--- config.mk ---
export PLATFORM = sky130hd
export DESIGN_NAME = mgmt_rx_steer
export DESIGN_NICKNAME = d
export VERILOG_FILES = /design/src/rtl/mgmt_rx_steer.sv
export SDC_FILE = /design/constraint.sdc
export NUM_CORES = 1
export LEC_CHECK = 0
export ABC_AREA = 1
export BUFFER_PORTS_ARGS = -buffer_cell sky130_fd_sc_hd__buf_4
export CORE_AREA = 2 2 102 104
export CTS_BUF_LIST = sky130_fd_sc_hd__clkbuf_4 sky130_fd_sc_hd__clkbuf_8
export DETAILED_ROUTE_END_ITERATION = 7
export DIE_AREA = 0 0 104 106
export PLACE_DENSITY = 0.85
export SETUP_SLACK_MARGIN = 0.05
export SLEW_MARGIN = 20
export SYNTH_ARGS = -nofsm -noshare
export SYNTH_HDL_FRONTEND = slang
export SYNTH_SLANG_ARGS = --single-unit
--- constraint.sdc ---
create_clock -name clk -period 2.05 [get_ports clk]
set_input_delay 0.41 -clock clk [delete_from_list [all_inputs] [get_ports clk]]
set_output_delay 0.41 -clock clk [all_outputs]
set_load 0.01 [all_outputs]
--- src/rtl/mgmt_rx_steer.sv ---
module mgmt_rx_steer #(
  parameter int          CNT_W     = 32,
  parameter logic [15:0] VLAN_TPID = 16'h8100
) (
  input  logic             clk,
  input  logic             rst_n,
  input  logic             frame_valid,
  input  logic [15:0]      type_outer,
  input  logic [15:0]      type_inner,
  input  logic             addr_pass,
  input  logic             wake_match,
  input  logic [1:0]       pwr_state,
  input  logic             force_mgmt,
  input  logic             mgmt_rx_en,
  input  logic             wake_on_mgmt,
  input  logic             mgmt_only,
  input  logic [15:0]      mgmt_type,
  output logic             to_mgmt,
  output logic             to_host,
  output logic             wake_evt,
  output logic [CNT_W-1:0] rx_count,
  output logic [CNT_W-1:0] mgmt_count
);
  localparam logic [CNT_W-1:0] CNT_MAX = {CNT_W{1'b1}};

  logic [15:0] eff_type;
  logic        is_mgmt, low_pwr, window, pick, dlv_mgmt, dlv_host, raise_wake;

  assign eff_type = (type_outer == VLAN_TPID) ? type_inner : type_outer;
  assign is_mgmt  = (eff_type == mgmt_type);
  assign low_pwr  = (pwr_state != 2'd0);
  assign window   = force_mgmt | low_pwr;
  assign pick     = mgmt_only ? is_mgmt : addr_pass;

  assign dlv_mgmt   = frame_valid & window & mgmt_rx_en & pick;
  assign dlv_host   = frame_valid & ~window & addr_pass;
  assign raise_wake = frame_valid & low_pwr & ~dlv_mgmt &
                      (is_mgmt ? (~mgmt_rx_en & wake_on_mgmt) : wake_match);

  always_ff @(posedge clk) begin
    if (!rst_n) begin
      to_mgmt    <= 1'b0;
      to_host    <= 1'b0;
      wake_evt   <= 1'b0;
      rx_count   <= '0;
      mgmt_count <= '0;
    end else begin
      to_mgmt  <= dlv_mgmt;
      to_host  <= dlv_host;
      wake_evt <= raise_wake;
      if ((dlv_mgmt | dlv_host) && rx_count != CNT_MAX)
        rx_count <= rx_count + 1'b1;
      if (dlv_mgmt && mgmt_count != CNT_MAX)
        mgmt_count <= mgmt_count + 1'b1;
    end
  end
endmodule


==> out/summary.txt <==
ANT nets after route -> 0
residual DRC count -> 0
Die X -> 104 um
clk sinks -> 67
layout cells sized above 1 -> 28.77%
max cap viols -> 0
EDFF count, synth -> 0
Int Power -> 2311 uW
leading area contributor after synthesis -> dfxtp_1
Tmin final -> 2.158 ns
vias in the first global route -> 4962
Sequential Power Share -> 42.6%
Final Hold Viols -> 0
asr flop ratio synth -> 0%
worst setup path start -> rx_count[0]$_SDFFE_PN0P_
leak pwr -> 0.003113 uW
Fmax achieved -> 0.4633 GHz
status -> finished, violations left
Post-CTS Hold Fix Bufs -> 0
Clk pin slew, worst setup/hold paths -> 0.07 ns
Final Hold Slack -> 0.3443 ns
switching pwr -> 758.7 uW
min-delay src -> mgmt_rx_en
ratio of final minimum period to clock period -> 105.3%
normalized max-slew margin -> 56.85%
Nets -> 977
most frequent cells in the layout -> nand2_1, buf_4, nor2_1
core region area -> 10000 sq um
CTS tree -> yes
via/cell ratio -> 5.368
Startpoint Class -> register
top cells by area, synth -> dfxtp_1, nand2_1, nand3_1
clock power share -> 44.4%
Die ar. -> 11020 sq um
antenna violations before repair -> 0
Post-Synthesis Cells -> 748
grt ovf -> 0
first-pass GRT wire length -> 22.69 mm
Net Sw Frac -> 24.71%
Die Height -> 106 um
# port buffers -> 125
vias post-DR -> 5674
crit-path max FO -> 6
H-tree levels -> 3
clock buffer depth -> 2
Netlist Area Pre-Place -> 4627 sq um
final setup vio count -> 51
worst min path class -> input pin to register
unrepaired setup endpoints after global routing -> true
DP Worst Slack -> -0.4839 ns
GPL Wtd Cong -> 0.9863
FILL cells -> 834
failing checks -> setup timing
Syn-to-layout area delta -> 45.84%
antenna fix cells -> 0
Seq cells post-synth -> 67
Worst EP required -> 2.30 ns
routed wire length -> 15.18 mm
gr usage total -> 24.82%
syn_nets -> 809
DR pass1 iterations -> 5
Num CTS Buffers -> 9
DP HPWL -> 10.46 mm
Starting Density -> 46.27%
Avg WL per Cell -> 14.37 um
top_reg_cell synth -> dfxtp_1
syn avg cell area -> 6.186 sq um
Setup CP Type -> register to register
area fraction of the dominant cell type after synthesis -> 28.99%
commonest non-fill, non-tap cell in the layout -> nand2_1
maximum resistive drop on vdd -> 409.7 uV
# rows -> 37
min setup slack post-route -> -0.1085 ns
worst-margin pin slew -> 0.6422 ns
Worst Path Arrival -> 2.41 ns
sequential-to-total area share from yosys stat -> 28.99%
Distinct cells, synth -> 31
Worst setup EP type -> register
reg2reg start -> rx_count[0]$_SDFFE_PN0P_
# IOs -> 126
Gate power share -> 13.0%
Max Slew Vio Count -> 0
CTS root buf -> clkbuf_8
pin count of the biggest net entering global routing -> 34
worst skew pair latency -> 0.36 ns
PwrDens -> 455.0 nW/um^2
Final Skew -> 0.01502 ns
initial DRC count -> 261
YS warnings -> 0
-- synthesized netlist by cell type, types with 6 or more instances --
cell and instances:
nor4_1 10, dfxtp_1 67, nor2_1 91, nand3_1 100
xnor2_1 7, nand4_1 13, nand3b_1 12, inv_1 84
a21oi_1 63, buf_2 6, clkbuf_1 6, xor2_1 22
nand2_1 202, nor3_1 28, buf_6 9
-- per-stage QoR --
stage | TNS, ns | utilization (%) | area [sq um] | total power, uW | cells
5_1_grt | -12.15 | 67.48 | 6748 | 3160 | 1057
3_5_place_dp | -27.89 | 60.37 | 6037 | 1671 | 1031
3_3_place_gp | -23.90 | 60.37 | 6037 | 1664 | 1031
2_1_floorplan | -0.3656 | - | 4664 | 1505 | 748
4_1_cts | 0 | 63.83 | 6382 | 3021 | 1050
6_report | -1.922 | 67.48 | 6748 | 3070 | 1057
-- logic make-up (layout without fill, tap and decap cells) --
family,count (synthesis),after routing,synth area share (%)
simple gates,474,476,47.11
buf+inv,110,281,10.57
flops,67,67,28.99
compound gates,66,66,7.301
xor+xnor,29,29,5.489
fa+ha+maj,2,2,0.5407
-- flip-flops by register name, indices dropped and copies added, names as in the netlist --
name        count
mgmt_count     32
wake_evt        1
to_mgmt         1
to_host         1
rx_count       32
-- final cells by class --
cell class	instances	area [sq um]	share of cell area (%)
repair buffers	178	1541	22.84
clock buffers	9	123.9	1.836
inverters	87	334.1	4.951
clock inverters	7	116.4	1.724
well taps	136	170.2	2.522
flip-flops and latches	67	1349	19.99
multi-input cells	573	3113	46.13
-- critical path, stage by stage, from the launching register on --
cell     delay [ns]
dfxtp_4        0.36
buf_4          0.15
nand3_1        0.12
nor4_1         0.43
nand4_1        0.21
inv_2          0.16
nand2_4        0.09
nor3_1         0.35
nand3_4        0.10
nand2_2        0.06
nor2_1         0.03
-- worst paths after layout --
kind                                                    end  slack (ns)  cells after the start
worst min register to register  mgmt_count[31]$_SDFFE_PN0P_        0.49                      2
worst max-delay path              rx_count[29]$_SDFFE_PN0P_       -0.11                     10
worst min-delay path                    wake_evt$_SDFF_PN0_        0.34                      4
worst max register to register    rx_count[29]$_SDFFE_PN0P_       -0.11                     10
-- metal layers --
| metal | track usage (%) | share of wire (%) | vias up |
|---|---|---|---|
| met5 | 0 | 0 | - |
| met4 | 10.14 | 4.0 | 0 |
| met3 | 4.108 | 6.8 | 61 |
| met2 | 44.74 | 50 | 257 |
| met1 | 29.31 | 39 | 2596 |
| li1 | - | - | 2760 |
-- repair_timing --
item | 4_1_cts | 5_1_grt
buffers inserted | 1 | 2
pin swaps | 14 | 11
endpoints found under the setup margin | 64 | 65
gates cloned | 2 | 5
resized for setup | 17 | 54
-- power by group through the flow --
stage	sequential (uW)	combinational, uW	clock, uW
2_1_floorplan	1340	163	0
3_5_place_dp	1340	333	0
5_1_grt	1310	430	1420
3_3_place_gp	1340	326	0
6_report	1310	400	1360
4_1_cts	1310	351	1360
Note: power is estimated with default switching activity, not from simulation.
